## src/rtl/bscan_pkg.sv

```systemverilog
`timescale 1ns/1ps
package bscan_pkg;

  typedef enum logic [1:0] {
    MODE_FUNC   = 2'd0,
    MODE_SAMPLE = 2'd1,
    MODE_EXTEST = 2'd2,
    MODE_INTEST = 2'd3
  } scanMode_e;

  // strobes handed from control to datapath
  typedef struct packed {
    logic capEn;
    logic shiftEn;
    logic updEn;
    logic driveCore;
    logic drivePin;
  } scanCtl_t;

endpackage

```

## src/rtl/bscan_ctrl.sv

```systemverilog
`timescale 1ns/1ps
module bscan_ctrl
  import bscan_pkg::*;
(
  input  logic      rstN,
  input  logic [1:0] mode,
  input  logic      captureDr,
  input  logic      shiftDr,
  input  logic      updateDr,
  output scanCtl_t  ctl
);

  scanMode_e modeSel;
  logic      chainActive;

  always_comb begin
    modeSel     = scanMode_e'(mode);
    chainActive = (modeSel != MODE_FUNC);

    ctl.capEn     = chainActive && captureDr;
    ctl.shiftEn   = chainActive && shiftDr && !captureDr;
    ctl.updEn     = chainActive && updateDr;
    // reset forces pass-through regardless of mode
    ctl.driveCore = rstN && (modeSel == MODE_INTEST);
    ctl.drivePin  = rstN && ((modeSel == MODE_EXTEST) || (modeSel == MODE_INTEST));
  end

endmodule

```

## src/rtl/bscan_cell.sv

```systemverilog
`timescale 1ns/1ps
module bscan_cell (
  input  logic tck,
  input  logic rstN,
  input  logic capEn,
  input  logic shiftEn,
  input  logic updEn,
  input  logic drive,
  input  logic parIn,
  input  logic serIn,
  input  logic funcIn,
  output logic capQ,
  output logic holdQ,
  output logic cellOut
);

  always_ff @(posedge tck or negedge rstN) begin
    if (!rstN)        capQ <= 1'b0;
    else if (capEn)   capQ <= parIn;
    else if (shiftEn) capQ <= serIn;
  end

  always_ff @(negedge tck or negedge rstN) begin
    if (!rstN)      holdQ <= 1'b0;
    else if (updEn) holdQ <= capQ;
  end

  assign cellOut = drive ? holdQ : funcIn;


  cap_load_chk: assert property (@(posedge tck) disable iff (!rstN)
    capEn |=> (capQ == $past(parIn)));


  shift_move_chk: assert property (@(posedge tck) disable iff (!rstN)
    shiftEn |=> (capQ == $past(serIn)));


  hold_keep_chk: assert property (@(negedge tck) disable iff (!rstN)
    !$past(updEn) |-> $stable(holdQ));


  hold_load_chk: assert property (@(negedge tck) disable iff (!rstN)
    updEn |=> (holdQ == $past(capQ)));

endmodule

```

## src/rtl/bscan_datapath.sv

```systemverilog
`timescale 1ns/1ps
module bscan_datapath
  import bscan_pkg::*;
#(
  parameter int NUM_IN  = 4,
  parameter int NUM_OUT = 3
) (
  input  logic               tck,
  input  logic               rstN,
  input  scanCtl_t           ctl,
  input  logic               tdi,
  output logic               tdo,
  input  logic [NUM_IN-1:0]  pinIn,
  output logic [NUM_IN-1:0]  coreIn,
  input  logic [NUM_OUT-1:0] coreOut,
  input  logic [NUM_OUT-1:0] coreOe,
  output logic [NUM_OUT-1:0] pinOut,
  output logic [NUM_OUT-1:0] pinOe
);

  localparam int CHAIN_LEN = NUM_IN + 2 * NUM_OUT;

  logic [CHAIN_LEN-1:0] parVec;
  logic [CHAIN_LEN-1:0] driveVec;
  logic [CHAIN_LEN-1:0] outVec;
  logic [CHAIN_LEN-1:0] holdVec;
  logic [CHAIN_LEN:0]   serLink;

  assign serLink[0] = tdi;
  assign tdo        = serLink[CHAIN_LEN];

  for (genvar i = 0; i < NUM_IN; i++) begin : g_inMap
    assign parVec[i]   = pinIn[i];
    assign driveVec[i] = ctl.driveCore;
    assign coreIn[i]   = outVec[i];
  end

  for (genvar j = 0; j < NUM_OUT; j++) begin : g_outMap
    localparam int DATA_POS = NUM_IN + 2 * j;
    assign parVec[DATA_POS]     = coreOut[j];
    assign parVec[DATA_POS+1]   = coreOe[j];
    assign driveVec[DATA_POS]   = ctl.drivePin;
    assign driveVec[DATA_POS+1] = ctl.drivePin;
    assign pinOut[j]            = outVec[DATA_POS];
    assign pinOe[j]             = outVec[DATA_POS+1];
  end

  for (genvar k = 0; k < CHAIN_LEN; k++) begin : g_cell
    bscan_cell u_cell (
      .tck     (tck),
      .rstN    (rstN),
      .capEn   (ctl.capEn),
      .shiftEn (ctl.shiftEn),
      .updEn   (ctl.updEn),
      .drive   (driveVec[k]),
      .parIn   (parVec[k]),
      .serIn   (serLink[k]),
      .funcIn  (parVec[k]),
      .capQ    (serLink[k+1]),
      .holdQ   (holdVec[k]),
      .cellOut (outVec[k])
    );
  end


  hold_clear_chk: assert property (@(posedge tck)
    !rstN |-> (holdVec == '0));

endmodule

```

## src/rtl/bscan_chain.sv

```systemverilog
`timescale 1ns/1ps
module bscan_chain
  import bscan_pkg::*;
#(
  parameter int NUM_IN  = 4,
  parameter int NUM_OUT = 3
) (
  input  logic               tck,
  input  logic               trstN,
  input  logic [1:0]         mode,
  input  logic               captureDr,
  input  logic               shiftDr,
  input  logic               updateDr,
  input  logic               tdi,
  output logic               tdo,
  input  logic [NUM_IN-1:0]  pinIn,
  output logic [NUM_IN-1:0]  coreIn,
  input  logic [NUM_OUT-1:0] coreOut,
  input  logic [NUM_OUT-1:0] coreOe,
  output logic [NUM_OUT-1:0] pinOut,
  output logic [NUM_OUT-1:0] pinOe
);

  scanCtl_t ctl;

  bscan_ctrl u_ctrl (
    .rstN      (trstN),
    .mode      (mode),
    .captureDr (captureDr),
    .shiftDr   (shiftDr),
    .updateDr  (updateDr),
    .ctl       (ctl)
  );

  bscan_datapath #(
    .NUM_IN  (NUM_IN),
    .NUM_OUT (NUM_OUT)
  ) u_dp (
    .tck     (tck),
    .rstN    (trstN),
    .ctl     (ctl),
    .tdi     (tdi),
    .tdo     (tdo),
    .pinIn   (pinIn),
    .coreIn  (coreIn),
    .coreOut (coreOut),
    .coreOe  (coreOe),
    .pinOut  (pinOut),
    .pinOe   (pinOe)
  );


  sample_pass_chk: assert property (@(posedge tck) disable iff (!trstN)
    (mode == 2'd1) |-> (coreIn == pinIn && pinOut == coreOut && pinOe == coreOe));


  func_pass_chk: assert property (@(posedge tck) disable iff (!trstN)
    (mode == 2'd0) |-> (coreIn == pinIn && pinOut == coreOut && pinOe == coreOe));


  extest_core_chk: assert property (@(posedge tck) disable iff (!trstN)
    (mode == 2'd2) |-> (coreIn == pinIn));

endmodule

```

## config.mk

```make
export PLATFORM = sky130hd
export DESIGN_NAME = bscan_chain
export DESIGN_NICKNAME = d
export VERILOG_FILES = /design/src/rtl/bscan_pkg.sv /design/src/rtl/bscan_ctrl.sv /design/src/rtl/bscan_cell.sv /design/src/rtl/bscan_datapath.sv /design/src/rtl/bscan_chain.sv
export SDC_FILE = /design/constraint.sdc
export NUM_CORES = 1
export LEC_CHECK = 0
export BUFFER_PORTS_ARGS = -buffer_cell sky130_fd_sc_hd__buf_2
export CORE_ASPECT_RATIO = 0.9
export CORE_MARGIN = 3
export CORE_UTILIZATION = 50
export DETAILED_ROUTE_END_ITERATION = 12
export GPL_TIMING_DRIVEN = 0
export PLACE_DENSITY_LB_ADDON = 0.2
export SLEW_MARGIN = 40
export SYNTH_ARGS = -nofsm -noshare
export SYNTH_HDL_FRONTEND = slang
export SYNTH_HIERARCHICAL = 1
export SYNTH_SLANG_ARGS = --single-unit
```

## constraint.sdc

```tcl
create_clock -name tck -period 1.5 [get_ports tck]
set_clock_uncertainty 0.2 [all_clocks]
set_input_delay 0.15 -clock tck [delete_from_list [all_inputs] [get_ports tck]]
set_output_delay 0.15 -clock tck [all_outputs]
set_load 0.05 [all_outputs]
```

==> impl_metrics.csv, run 1 <==
group,metric,value,unit
final_layout,num-fill-cells,65,
logic_synthesis,ys_warn_count,6,
placed_design,post-dp-hpwl,1.37,mm
worst_hold_path,hp-start,"captureDr",
logic_synthesis,synth_area_leader_cell,"dfrtn_1",
final_layout,drive_gt1_frac,0.536,
power_and_ir_drop,leakage,0.770,nW
worst_setup_path,worst_ep_required_time,1150,ps
global_routing,grt_max_degree,21,
floorplanning,die_x,53.1,um
drt,num_vias,903,
logic_synthesis,synth_top_family_by_area,"multiplexers",
logic_synthesis,synthFlopType,"dfrtp_1",
logic_synthesis,synth_fa_ha_area_frac,0,
placed_design,place_area,1190,um2
sta,tightest_slew,770,ps
clock_tree,h-tree-depth,1,
outcome,status,"finished with violations",
clock_tree,clk_pin_slew,120,ps
outcome,violations,"setup timing",
final_layout,fin_nets,157,
floorplanning,ios,29,
drt,drc,0,
final_layout,finalInstanceArea,1570,um2
worst_setup_path,r2r-start,"u_dp/g_cell[7].u_cell/capQ$_DFFE_PN0P_",
worst_setup_path,path_buf_inv,1,
global_routing,antenna_found_initial,0,
floorplanning,dieArea,2570,um2
drt,viasPerCell,5.57,
clock_tree,worstSkewPairLatency,320,ps
global_routing,grt_overflow,0,
clock_tree,cts_root_buf,"clkbuf_4",
floorplanning,design.core.area,1770,um2
sta,rsz0062_at_grt,"true",
clock_tree,numCtsBuffers,3,
sta,setup_viol,20,
logic_synthesis,synth_area,997,um2
clock_tree,cts_tree,"yes",
power_and_ir_drop,ir_worst_vdd,0.000828,V
drt,first_pass_iters,4,
worst_setup_path,crit_fanout,2,
logic_synthesis,synthSimpleGateAreaFrac,0.0841,
floorplanning,die_h,48.4,um
final_layout,antenna_cells,0,
logic_synthesis,synth-compound-area-share,0.0502,
floorplanning,rows,14,
final_layout,seqCellArea,502,um2
worst_hold_path,hold_path_depth,4,
sta,finalHoldViolCount,0,
drt,drt_iter0_drc,21,
logic_synthesis,synthArstFlopShare,1.00,
power_and_ir_drop,p_int,0.00108,W
sta,setup_slack,-716,ps
drt,avgRoutedWirePerCell,20.8,um
global_routing,globalRouteTotalUtil,0.234,
logic_synthesis,syn-num-nets,94,
logic_synthesis,muxShareOfSynthArea,0.364,
worst_setup_path,crit_type,"flip-flop to primary output",
worst_setup_path,reg2reg_depth,1,
logic_synthesis,ys_seq_elements,20,
logic_synthesis,synth_edf_count,0,
power_and_ir_drop,p_comb_frac,0.394,
logic_synthesis,yosysSeqAreaShare,0.502,
worst_setup_path,cpMaxStageDelayCell,"dfrtn_1",
worst_setup_path,crit_path_end_kind,"primary output",
power_and_ir_drop,power-per-cell-area,1050,nW/um2
drt,ant_nets,0,
global_routing,grt_pass1_vias,887,
logic_synthesis,synth_xor_area_frac,0,
sta,report.final.slew_viol_count,0,
logic_synthesis,syn_avg_cell_area,13.1,um2
clock_tree,ctsLongestPathBuffers,2,
worst_setup_path,crit_chain,"mux2_4, buf_6",
logic_synthesis,synth.area.top_cells,"dfrtn_1 25%, dfrtp_1 25%, mux2_4 15%",
placed_design,place_congestion,0.694,
worst_setup_path,max_stage_delay,370,ps
floorplanning,initial_core_util,0.564,
worst_setup_path,cp-start-kind,"flip-flop",
worst_hold_path,hp-class,"primary input to flip-flop",
placed_design,io_buffers,28,
final_layout,multi_input_area,562,um2
logic_synthesis,synth_cell_types,12,
power_and_ir_drop,pwr-share-clk,0.178,
final_layout,syn2layout_area_growth,57.5,%
global_routing,grt_pass1_wl,4.38,mm
clock_tree,clock_sinks,20,
worst_hold_path,hold-path-endpoint,"u_dp/g_cell[6].u_cell/capQ$_DFFE_PN0P_",
worst_setup_path,cp_top_family,"flip-flops",
logic_synthesis,synthesis.instances,76,
logic_synthesis,synth_top_area_frac,0.251,
job,maxCapViolCount,0,
power_and_ir_drop,power_frac_seq,0.428,
worst_setup_path,ff2ff_setup_slack,-330,ps
worst_setup_path,crit_arrival,1870,ps
power_and_ir_drop,p_switching,0.000567,W
worst_setup_path,worstReg2RegEnd,"u_dp/g_cell[7].u_cell/holdQ$_DFFE_NN0P_",
sta,finalHoldWorstSlack,108,ps
power_and_ir_drop,swShare,0.344,
drt,drt-total-wl,3.36,mm
sta,slew_headroom,0.485,
## cells by family (layout without fill, tap and decap cells)
family	after synthesis	in the layout
muxes	30	30
DFF	20	20
buffers and inverters	0	61
and+or+nand+nor	16	17
AOI/OAI and AO/OA	10	10
## final cells by class
type	count	area share
Multi-Input combinational cell	57	0.358
Sequential cell	20	0.320
Timing Repair Buffer	57	0.287
Tap cell	24	0.0191
Clock buffer	4	0.0167
## stage by stage
stage	total power, W	instances	utilization	setup WS [ps]	TNS (ps)
floorplan	0.00100	76	-	-393	-6490
global placement	0.00109	128	0.669	-616	-13220
detailed placement	0.00110	128	0.674	-646	-11180
CTS	0.00152	156	0.851	-670	-9530
global route	0.00171	162	0.888	-746	-10290
finish	0.00165	162	0.888	-716	-9850
## power by group through the flow
stage	Combinational [W]	Sequential, W	Clock (W)
finish	0.000651	0.000706	0.000293
floorplan	0.000295	0.000705	0
global placement	0.000387	0.000703	0
detailed placement	0.000395	0.000709	0
CTS	0.000550	0.000690	0.000276
global route	0.000677	0.000713	0.000318
## flip-flops by register name (all words and copies together) (netlist names)
register                  flops
u_dp/g_cell.u_cell/capQ      10
u_dp/g_cell.u_cell/holdQ     10
## cells in the final DEF (no fill, tap or decap), drive strengths merged
cell type	Yosys	routed
nor3b	1	1
mux2	20	20
dfrtp	10	10
nand2	10	10
and2	1	1
and3	1	1
o21ai	10	10
clkbuf	0	4
buf	0	45
nor2	1	1
dlygate4sd3	0	12
mux2i	10	10
dfrtn	10	10
nor2b	2	3
## layer usage
metal / up-vias / track usage / part of all wire
li1: 398 / - / -
met1: 455 / 0.327 / 0.40
met2: 40 / 0.374 / 0.51
met3: 10 / 0.0276 / 0.063
met4: 0 / 0.0766 / 0.032
met5: - / 0 / 0
## worst max path at each step
stage / start / endpoint / slack [ps] / cells past startpoint
2_1_floorplan: u_dp/g_cell[9].u_cell/capQ$_DFFE_PN0P_ / u_dp/g_cell[9].u_cell/holdQ$_DFFE_NN0P_ / -390 / 1
3_3_place_gp: mode[1] / u_dp/g_cell[3].u_cell/holdQ$_DFFE_NN0P_ / -620 / 4
3_5_place_dp: mode[1] / u_dp/g_cell[2].u_cell/holdQ$_DFFE_NN0P_ / -650 / 4
4_1_cts: u_dp/g_cell[5].u_cell/holdQ$_DFFE_NN0P_ / pinOe[0] / -670 / 2
5_1_grt: u_dp/g_cell[2].u_cell/holdQ$_DFFE_NN0P_ / coreIn[2] / -750 / 2
6_report: u_dp/g_cell[2].u_cell/holdQ$_DFFE_NN0P_ / coreIn[2] / -720 / 2
## repair_timing
item | 4_1_cts | 5_1_grt
cloned | 1 | 0
pin swaps | 0 | 1
endpoints found under the hold margin | 20 | 0
resized for setup | 23 | 6
endpoints found under the setup margin | 20 | 20
hold buffers | 12 | 0
setup buffers | 11 | 6
No activity file was read; power rests on OpenSTA's default activity.
==> run 2, diff against run 1 <==
- CORE_UTILIZATION: 50 -> 47
- CTS_BUF_LIST: not set -> sky130_fd_sc_hd__clkbuf_2
- CTS_CLUSTER_SIZE: not set -> 16
- clock period: 1.5 -> 1.82 ns (I/O delays scaled with it)
==> impl_metrics.csv, run 2 (synthesized netlist as in run 1, its figures left out) <==
group,metric,value,unit
final_layout,post-route-util,0.811,
final_layout,drive_gt1_frac,0.560,
power_and_ir_drop,leakage,0.792,nW
sta,rsz0062_at_grt,"true",
worst_setup_path,cp-start-kind,"flip-flop",
drt,drt_iter0_drc,10,
clock_tree,clk_pin_slew,190,ps
final_layout,fin_nets,160,
worst_setup_path,crit_type,"flip-flop to primary output",
clock_tree,cts_root_buf,"clkbuf_2",
global_routing,grt_pass1_wl,4.01,mm
outcome,status,"finished with violations",
final_layout,layout.cells.non_filler,166,
floorplanning,rows,15,
placed_design,place_congestion,0.687,
drt,ant_nets,0,
power_and_ir_drop,power,0.00129,W
floorplanning,die_x,54.6,um
clock_tree,ctsLongestPathBuffers,2,
sta,setup_viol,21,
worst_setup_path,crit_fanout,2,
clock_tree,worstSkewPairLatency,320,ps
worst_setup_path,crit_path_end_kind,"primary output",
drt,viasPerCell,5.06,
worst_setup_path,crit_arrival,2000,ps
floorplanning,dieArea,2710,um2
power_and_ir_drop,power-per-cell-area,810,nW/um2
floorplanning,design.core.area,1970,um2
global_routing,grt_overflow,0,
final_layout,final_common_cell,"buf_4",
drt,first_pass_iters,4,
clock_tree,h-tree-depth,1,
drt,drt-total-wl,2.52,mm
job,maxCapViolCount,0,
placed_design,dpl.cell_count,129,
global_routing,antenna_found_initial,0,
final_layout,final_cell_mix,"20 x buf_4, 19 x mux2_4, 18 x buf_2",
global_routing,grt_max_degree,21,
sta,finalHoldViolCount,0,
final_layout,syn2layout_area_growth,60.2,%
outcome,violations,"setup timing",
placed_design,io_buffers,28,
sta,tightest_slew,731,ps
global_routing,globalRouteTotalUtil,0.209,
clock_tree,numCtsBuffers,3,
clock_tree,clock_sinks,20,
power_and_ir_drop,ir_worst_vdd,0.000737,V
sta,report.final.slew_viol_count,0,
final_layout,antenna_cells,0,
final_layout,top_regs,"u_dp/g_cell.u_cell/capQ: 10 flops, u_dp/g_cell.u_cell/holdQ: 10 flops",
sta,slew_headroom,0.511,
clock_tree,cts_tree,"yes",
drt,avgRoutedWirePerCell,15.2,um
sta,setup_slack,-561,ps
final_layout,num-fill-cells,117,
final_layout,seqCellArea,502,um2
floorplanning,die_h,49.7,um
worst_hold_path,hp-class,"primary input to flip-flop",
sta,setup_tns,-6980,ps
drt,drc,0,
worst_setup_path,worst_ep_required_time,1440,ps
final_layout,multi_input_area,552,um2
floorplanning,initial_core_util,0.506,
global_routing,grt_pass1_vias,853,
floorplanning,ios,29,
drt,num_vias,840,
==> run 2: cell types whose count changed in the layout (fill, tap and decap cells not counted), sizes merged <==
cell | previous run | this run
buf | 45 | 49
nor2b | 3 | 2
==> run 2: final cells by class <==
| type | count | area share |
|---|---|---|
| Sequential cell | 20 | 0.314 |
| Multi-Input combinational cell | 56 | 0.345 |
| Clock buffer | 4 | 0.0125 |
| Timing Repair Buffer | 61 | 0.309 |
| Tap cell | 25 | 0.0196 |
==> run 2: stage by stage <==
step / area, um2 / hold WS, ps / setup WS (ps)
2_1_floorplan: 1020 / -314 / -245
3_3_place_gp: 1190 / -34.1 / -501
3_5_place_dp: 1200 / -31.4 / -520
4_1_cts: 1550 / 93.0 / -568
5_1_grt: 1600 / 119 / -615
6_report: 1600 / 113 / -561
==> run 2: path summary, 6_finish.rpt <==
check | from | endpoint | slack (ps) | cells past startpoint
max in group asynchronous | trstN | u_dp/g_cell[4].u_cell/capQ$_DFFE_PN0P_ | 710 | 2
worst min-delay path | captureDr | u_dp/g_cell[9].u_cell/capQ$_DFFE_PN0P_ | 110 | 4
worst min register to register | u_dp/g_cell[7].u_cell/holdQ$_DFFE_NN0P_ | u_dp/g_cell[7].u_cell/holdQ$_DFFE_NN0P_ | 250 | 1
worst max register to register | u_dp/g_cell[1].u_cell/capQ$_DFFE_PN0P_ | u_dp/g_cell[1].u_cell/holdQ$_DFFE_NN0P_ | -170 | 1
min in group asynchronous | trstN | u_dp/g_cell[7].u_cell/holdQ$_DFFE_NN0P_ | 330 | 1
worst max-delay path | u_dp/g_cell[8].u_cell/holdQ$_DFFE_NN0P_ | pinOut[2] | -560 | 2
==> run 2: critical path, stage by stage, from the launching register on <==
cell     delay (ps)
dfrtn_1         380
mux2_4          260
buf_6           150
==> run 2: repair_timing <==
item / 4_1_cts / 5_1_grt
hold endpoints to repair: 20 / 0
pin swaps: 1 / 1
hold buffers: 12 / 0
setup buffers: 14 / 7
gates cloned: 0 / 0
gates resized for setup: 27 / 0
endpoints found under the setup margin: 20 / 20
==> run 2: power by group <==
group / switching, W / leakage, nW / internal, W
Clock: 0.000134 / 0.0166 / 0.0000582
Combinational: 0.000237 / 0.531 / 0.000293
Sequential: 0.0000440 / 0.244 / 0.000528
==> run 2: layer usage <==
metal | share of wire | GRT usage | vias to the layer above
li1 | - | - | 401
met1 | 0.42 | 0.249 | 412
met2 | 0.52 | 0.349 | 21
met3 | 0.040 | 0.0665 | 6
met4 | 0.022 | 0.0622 | 0
met5 | 0 | 0 | -
